==> config.mk <==
export PLATFORM = sky130hd
export DESIGN_NAME = fbreg_ctrl_win
export DESIGN_NICKNAME = d
export VERILOG_FILES = /design/src/rtl/fbreg_pkg.sv /design/src/rtl/fbreg_decode.sv /design/src/rtl/fbreg_store.sv /design/src/rtl/fbreg_irq.sv /design/src/rtl/fbreg_ctrl_win.sv
export SDC_FILE = /design/constraint.sdc
export NUM_CORES = 1
export LEC_CHECK = 0
export ABC_AREA = 0
export BUFFER_PORTS_ARGS = -buffer_cell sky130_fd_sc_hd__buf_2
export CAP_MARGIN = 30
export CORE_AREA = 3 3 109 111
export CTS_CLUSTER_DIAMETER = 60
export DETAILED_ROUTE_END_ITERATION = 8
export DIE_AREA = 0 0 112 114
export PLACE_DENSITY = 0.72
export SLEW_MARGIN = 20
export SYNTH_ARGS = -nofsm -noshare
export SYNTH_HDL_FRONTEND = slang
export SYNTH_SLANG_ARGS = --single-unit
export TNS_END_PERCENT = 1
==> constraint.sdc <==
create_clock -name clk -period 1.5 [get_ports clk]
set_clock_uncertainty 0.2 [all_clocks]
set_input_delay 0.225 -clock clk [delete_from_list [all_inputs] [get_ports clk]]
set_output_delay 0.225 -clock clk [all_outputs]
set_load 0.05 [all_outputs]
==> src/rtl/fbreg_pkg.sv <==
package fbreg_pkg;
  localparam int DW          = 8;
  localparam int CTRL_IDX    = 0;   // bank index of control byte
  localparam int STAT_IDX    = 1;   // bank index of status byte
  localparam int IRQ_EN_BIT  = 7;
  localparam int PEND_BIT    = 7;
  localparam logic [DW-1:0] STAT_FIXED = 8'h61; // sense code | colour id

  typedef struct packed {
    logic       valid;
    logic       write;
    logic [DW-1:0] wdata;
  } bus_cmd_t;
endpackage

==> src/rtl/fbreg_decode.sv <==
module fbreg_decode
  import fbreg_pkg::*;
#(
  parameter int ADDR_W = 5,
  localparam int NREG  = 1 << (ADDR_W - 1),
  localparam int IDX_W = ADDR_W - 1
) (
  input  bus_cmd_t          cmd,
  input  logic [ADDR_W-1:0] addr,
  output logic              in_bank,
  output logic [IDX_W-1:0]  idx,
  output logic              rd_fire,
  output logic              stat_wr,
  output logic [NREG-1:0]   store_we
);
  assign in_bank = addr[ADDR_W-1];
  assign idx     = addr[IDX_W-1:0];
  assign rd_fire = cmd.valid && !cmd.write;
  assign stat_wr = cmd.valid && cmd.write && in_bank && (idx == IDX_W'(STAT_IDX));

  for (genvar i = 0; i < NREG; i++) begin : g_we
    if (i == STAT_IDX) begin : g_stat
      assign store_we[i] = 1'b0;
    end else begin : g_plain
      assign store_we[i] = cmd.valid && cmd.write && in_bank && (idx == IDX_W'(i));
    end
  end
endmodule

==> src/rtl/fbreg_store.sv <==
module fbreg_store
  import fbreg_pkg::*;
#(
  parameter int NREG = 16
) (
  input  logic                     clk,
  input  logic                     rst_n,
  input  logic [NREG-1:0]          we,
  input  logic [DW-1:0]            wdata,
  output logic [NREG-1:0][DW-1:0]  q
);
  for (genvar i = 0; i < NREG; i++) begin : g_reg
    if (i == STAT_IDX) begin : g_hole
      assign q[i] = '0;
    end else begin : g_byte
      logic [DW-1:0] r_q;
      always_ff @(posedge clk or negedge rst_n) begin
        if (!rst_n)     r_q <= '0;
        else if (we[i]) r_q <= wdata;
      end
      assign q[i] = r_q;
    end
  end
endmodule

==> src/rtl/fbreg_irq.sv <==
module fbreg_irq (
  input  logic clk,
  input  logic rst_n,
  input  logic frame_end,
  input  logic irq_en,
  input  logic ack,
  output logic pending
);
  logic pend_q;
  // a fresh armed frame end wins over an acknowledge in the same cycle
  always_ff @(posedge clk or negedge rst_n) begin
    if (!rst_n)                   pend_q <= 1'b0;
    else if (frame_end && irq_en) pend_q <= 1'b1;
    else if (ack)                 pend_q <= 1'b0;
  end
  assign pending = pend_q;
endmodule

==> src/rtl/fbreg_ctrl_win.sv <==
module fbreg_ctrl_win
  import fbreg_pkg::*;
#(
  parameter int ADDR_W = 5,
  localparam int NREG  = 1 << (ADDR_W - 1),
  localparam int IDX_W = ADDR_W - 1
) (
  input  logic              clk,
  input  logic              rst_n,
  input  logic              bus_valid,
  input  logic              bus_write,
  input  logic [ADDR_W-1:0] bus_addr,
  input  logic [7:0]        bus_wdata,
  output logic [7:0]        bus_rdata,
  output logic              bus_rvalid,
  input  logic              frame_end,
  output logic              irq
);
  bus_cmd_t                 cmd;
  logic                     in_bank, rd_fire, stat_wr, pending;
  logic [IDX_W-1:0]         idx;
  logic [NREG-1:0]          store_we;
  logic [NREG-1:0][DW-1:0]  bank_q;
  logic [DW-1:0]            ctrl_q, rd_mux, rdata_q;
  logic                     rvalid_q;

  assign cmd = '{valid: bus_valid, write: bus_write, wdata: bus_wdata};

  fbreg_decode #(.ADDR_W(ADDR_W)) u_dec (
    .cmd(cmd), .addr(bus_addr), .in_bank(in_bank), .idx(idx),
    .rd_fire(rd_fire), .stat_wr(stat_wr), .store_we(store_we)
  );

  fbreg_store #(.NREG(NREG)) u_store (
    .clk(clk), .rst_n(rst_n), .we(store_we), .wdata(cmd.wdata), .q(bank_q)
  );

  assign ctrl_q = bank_q[CTRL_IDX];

  fbreg_irq u_irq (
    .clk(clk), .rst_n(rst_n), .frame_end(frame_end),
    .irq_en(ctrl_q[IRQ_EN_BIT]), .ack(stat_wr), .pending(pending)
  );

  always_comb begin
    rd_mux = '0;
    if (in_bank) begin
      if (idx == IDX_W'(STAT_IDX)) begin
        rd_mux = STAT_FIXED;
        rd_mux[PEND_BIT] = pending;
      end else begin
        rd_mux = bank_q[idx];
      end
    end
  end

  always_ff @(posedge clk or negedge rst_n) begin
    if (!rst_n) begin
      rdata_q  <= '0;
      rvalid_q <= 1'b0;
    end else begin
      rvalid_q <= rd_fire;
      if (rd_fire) rdata_q <= rd_mux;
    end
  end

  assign bus_rdata  = rdata_q;
  assign bus_rvalid = rvalid_q;
  assign irq        = pending;
endmodule

* Yosys cells after proc, flatten, opt, wreduce, memory -nomap -nowiden
Index checks and enable logic that the tools add are counted.
Cells by class: magnitude comparators 1, equality and inequality tests 15, mux-type cells 6, reduce and logical (&&, ||, !) cells 23
Operators with widths (count):
- $bmux 8 s4 | 1
- $eq 4x4->1 const B | 8
- $mux 8 | 3
- $logic_and 1x1->1 | 20
- $eq 4x3->1 const B | 4
- $eq 4x2->1 const B | 2
- $lt 4x5->1 const B | 1
- $eq 4x1->1 const B | 1
- $logic_not 4->1 | 1
- $mux 1 | 2
- $reduce_bool 2->1 | 1
- $logic_not 1->1 | 1
Word-level totals: flip-flop bits (word level) 130, bits of input ports 18, output and inout port bits 10, logic and storage cells 63

* Depth between registers and ports, before layout
depth after elaboration 5, gate-level depth with buffers 7, mapped depth without buffers 5

* Modules after synthesis
From an unflattened synthesis, not the netlist that was laid out.
Unflattened totals: cell total of the unflattened synthesis 426, area total of the unflattened synthesis 6332.3 µm²
By module, submodules not included:
- fbreg_store | times used 1, cells each 272, area each 4707.0 µm²
- fbreg_ctrl_win | times used 1, cells each 114, area each 1355.0 µm²
- fbreg_decode | times used 1, cells each 36, area each 229.0 µm²
- fbreg_irq | times used 1, cells each 4, area each 41.3 µm²

* Worst setup path before layout
No wires, ideal clock.
path type register to register, from register u_irq.pend_q (netlist: u_irq.pending), to register rdata_q[7] (netlist: bus_rdata[7]), data arrival time 1526 ps, required time 1173 ps, path slack -352 ps, stages on the path, launching flop included 5, path buffers 0, period minus slack after synthesis 1852 ps, cell sequence dfrtp_1 mux4_2 mux2_2 a22oi_1 o21ai_1
Between the ends: cells in the longest elaborated chain, start to end 2
Ends and longest elaborated chain:
- start, declared | RTL line fbreg_irq.sv:9 | logic pend_q;
- start signal, assigned | RTL line fbreg_irq.sv:12 | if (!rst_n) pend_q <= 1'b0;
- start signal, assigned | RTL line fbreg_irq.sv:13 | else if (frame_end && irq_en) pend_q <= 1'b1;
- start signal, assigned | RTL line fbreg_irq.sv:14 | else if (ack) pend_q <= 1'b0;
- $mux 8 | RTL line fbreg_ctrl_win.sv:48 | if (idx == IDX_W'(STAT_IDX)) begin
- $mux 8 | RTL line fbreg_ctrl_win.sv:47 | if (in_bank) begin
- end signal, assigned | RTL line fbreg_ctrl_win.sv:63 | if (rd_fire) rdata_q <= rd_mux;
- end, declared | RTL line fbreg_ctrl_win.sv:24 | logic [DW-1:0] ctrl_q, rd_mux, rdata_q;
No other way between the ends. A chain may end at the register's enable or synchronous reset.

* Worst setup path in the final report
Ends and elaborated chain as after synthesis.

==> flow_metrics.env <==
export IMPL_grt_overflow=0
export IMPL_clkLatencyLatePin_ps=530
export IMPL_drtIter0Drc=206
export IMPL_layout_setup_ws_ps=-169
export IMPL_cts_hold_buf=13
export IMPL_dr_total_vias=3770
export IMPL_grt_pass1_vias=4174
export IMPL_clk_pin_slew_ps=60
export IMPL_yosysSeqAreaShare_pct=53.9
export IMPL_p_sw_share_pct=24.5
export IMPL_fmaxAchievable_mhz=599
export IMPL_first_pass_iters=4
export IMPL_cp_end_kind="register"
export IMPL_gp_congestion=0.852
export IMPL_die_y_um=114
export IMPL_syn_area_sq_mm=0.00604
export IMPL_cts_tree="yes"
export IMPL_finalSetupTns_ps=-666
export IMPL_finalCriticalPeriod_ps=1670
export IMPL_cts_root_buf="clkbuf_8"
export IMPL_yosysMostFrequentCell="dfrtp_1"
export IMPL_synth_area_leaders="dfrtp_1 (54%), mux2_2 (21%), mux4_2 (5.6%)"
export IMPL_grt_use_total_pct=23.8
export IMPL_ir_drop_uv=1150
export IMPL_design_core_area_sq_mm=0.0109
export IMPL_synth_edf_count=0
export IMPL_rsz0062_at_grt="yes"
export IMPL_drv_cap=0
export IMPL_failed_checks="setup timing"
export IMPL_routed_wl_um=13800
export IMPL_power_switching_w=0.00234
export IMPL_critical_path_max_fanout=2
export IMPL_routed_via_density=5.81
export IMPL_crit_slowest_cell="mux4_2"
export IMPL_hp_class="input port to register"
export IMPL_ys_flop_type="dfrtp_1"
export IMPL_p_leak_nw=3.58
export IMPL_power_frac_clock_pct=40.8
export IMPL_grt_max_degree=35
export IMPL_yosys_area_top_type_share_pct=53.9
export IMPL_drc=0
export IMPL_max_stage_delay_ps=460
export IMPL_hold_viol_final=0
export IMPL_yosysTopAreaCell="dfrtp_1"
export IMPL_area_delta_synth_final_pct=26.2
export IMPL_cellPowerDensity_mw_per_mm2=1250
export IMPL_p_seq_share_pct=44.3
export IMPL_startpoint_type="register"
export IMPL_postPlaceCellArea_sq_mm=0.00682
export IMPL_layout_drive_gt1_share_pct=58.0
export IMPL_final_core_util_pct=69.9
export IMPL_pwr_share_comb_pct=14.9
export IMPL_status="finished, violations left"
export IMPL_rows=38
export IMPL_final_nets=514
export IMPL_route_detailed_wl_per_inst_um=21.2
export IMPL_finalSetupViolCount=16
export IMPL_holdWs_ps=1.93
export IMPL_worstPathArrival_ps=1880
export IMPL_cts_buffers=17
export IMPL_finalNonFillerCells=649
export IMPL_ys_ff_latch=130
export IMPL_path_cells="mux4_2, mux2_4, a22oi_2, o21ai_1"
export IMPL_num_io_pins=28
export IMPL_worstSetupPathType="register to register"
export IMPL_place_inst=603
export IMPL_antenna_diode_count=0
export IMPL_p_int_w=0.00721
export IMPL_final_antenna_net_count=0
export IMPL_avgSynthCellArea_sq_um=15.2
export IMPL_port_buffer_count=27
export IMPL_chipWidth_um=112
export IMPL_clock_path_buffers=2
export IMPL_final_area_sq_mm=0.00762
export IMPL_cts_sinks=130
export IMPL_yosysWarnings=0
export IMPL_worstMarginPinSlew_ps=565
export IMPL_dieArea_sq_mm=0.0128
export IMPL_fin_crit_sh_pct=111
export IMPL_async_flop_share_pct=100
export IMPL_start_util_pct=55.4
export IMPL_cts_htree_levels=4
export IMPL_synthCells=396
export IMPL_syn_nets=414
export IMPL_grt_pass1_wl_um=23000
export IMPL_max_slew_margin_pct=62.2
export IMPL_antenna_found_initial=0
export IMPL_slew_viol_final=0
export IMPL_ys_types=39
export IMPL_cp_required_ps=1710
export IMPL_synth_common_cells="dfrtp_1 (130), mux2_2 (113), mux4_2 (15)"
export IMPL_dp_final_hpwl_um=9620
-- registers in the layout (all words and copies together), names as in the netlist --
name,count
bus_rdata,8
bus_rvalid,1
u_irq.pending,1
u_store.g.g_byte.r_q,120
-- kinds of logic (layout without fill, tap and decap cells) --
| family | Yosys count | after routing | synth area share (%) |
|---|---|---|---|
| AO/OA/AOI/OAI | 27 | 27 | 3.09 |
| buffers and inverters | 27 | 140 | 2.36 |
| flip-flops | 130 | 130 | 53.9 |
| multiplexers | 159 | 159 | 34.9 |
| AND/OR/NAND/NOR | 53 | 53 | 5.76 |
-- repair_timing --
| action | 4_1_cts | 5_1_grt |
|---|---|---|
| gates resized for setup | 39 | 4 |
| endpoints found under the setup margin | 18 | 18 |
| pin swaps | 7 | 1 |
| endpoints found under the hold margin | 253 | 1 |
| setup buffers | 1 | 0 |
-- cell usage in the layout, fill, tap and decap left out, types with 3 or more instances in the layout --
master           n
dfrtp_1        129
mux2_2         112
buf_4           58
mux4_2          21
clkbuf_16       16
buf_2           16
dlygate4sd3_1   13
mux2i_1         12
nand2_1         10
nor2_2           9
mux2_4           9
buf_6            9
buf_12           9
nand3_1          6
nor2_1           5
a22oi_2          5
clkinv_2         5
o21ai_0          4
o211ai_1         4
nand2b_1         3
nor2_4           3
mux4_1           3
clkbuf_8         3
clkbuf_1         3
-- power groups by stage --
stage          combinational (W)  clock, W  sequential, W
3_3_place_gp             0.00126         0        0.00425
6_report                 0.00142   0.00390        0.00423
3_5_place_dp             0.00130         0        0.00427
5_1_grt                  0.00154   0.00416        0.00428
2_1_floorplan           0.000798         0        0.00429
4_1_cts                  0.00142   0.00396        0.00423
-- routing by layer --
| layer | track usage, % | wire (um) | up-vias |
|---|---|---|---|
| li1 | - | - | 1668 |
| met5 | 0 | 0 | - |
| met3 | 6.74 | 574 | 20 |
| met2 | 37.3 | 6750 | 81 |
| met4 | 8.01 | 217 | 0 |
| met1 | 32.4 | 6250 | 2001 |
-- final cells by class --
| class | count | area [sq um] |
|---|---|---|
| Fill cell | 755 | 3270 |
| Tap cell | 140 | 175 |
| Multi-Input combinational cell | 239 | 2680 |
| Clock inverter | 10 | 109 |
| Timing Repair Buffer | 106 | 942 |
| Clock buffer | 22 | 453 |
| Inverter | 2 | 7.51 |
| Sequential cell | 130 | 3250 |
-- final timing paths --
kind                                                                 start                                         end  cells after the start  slack (ps)
worst min register to register  u_store.g_reg[5].g_byte.r_q[4]$_DFFE_PN0P_  u_store.g_reg[5].g_byte.r_q[4]$_DFFE_PN0P_                      1         300
min in group asynchronous                                            rst_n  u_store.g_reg[0].g_byte.r_q[7]$_DFFE_PN0P_                      3         500
max in group asynchronous                                            rst_n  u_store.g_reg[5].g_byte.r_q[3]$_DFFE_PN0P_                      4          90
worst min-delay path                                             bus_write                        bus_rvalid$_DFF_PN0_                      4           2
worst max register to register                   u_irq.pending$_DFFE_PN0P_                    bus_rdata[7]$_DFFE_PN0P_                      4        -170
worst max-delay path                             u_irq.pending$_DFFE_PN0P_                    bus_rdata[7]$_DFFE_PN0P_                      4        -170
-- worst max-delay path, delay by kind of cell (launching register included) --
family	cells	cell delay, ps
flip-flops	1	400
AO/OA/AOI/OAI	2	190
multiplexers	2	750
-- per-stage QoR --
step,total power (W),worst slack [ps]
after floorplan,0.00509,-253
after global placement,0.00551,-463
after detailed placement,0.00557,-420
after CTS,0.00961,-167
after global routing,0.00998,-226
final,0.00955,-169
(Power assumes the default switching activity.)
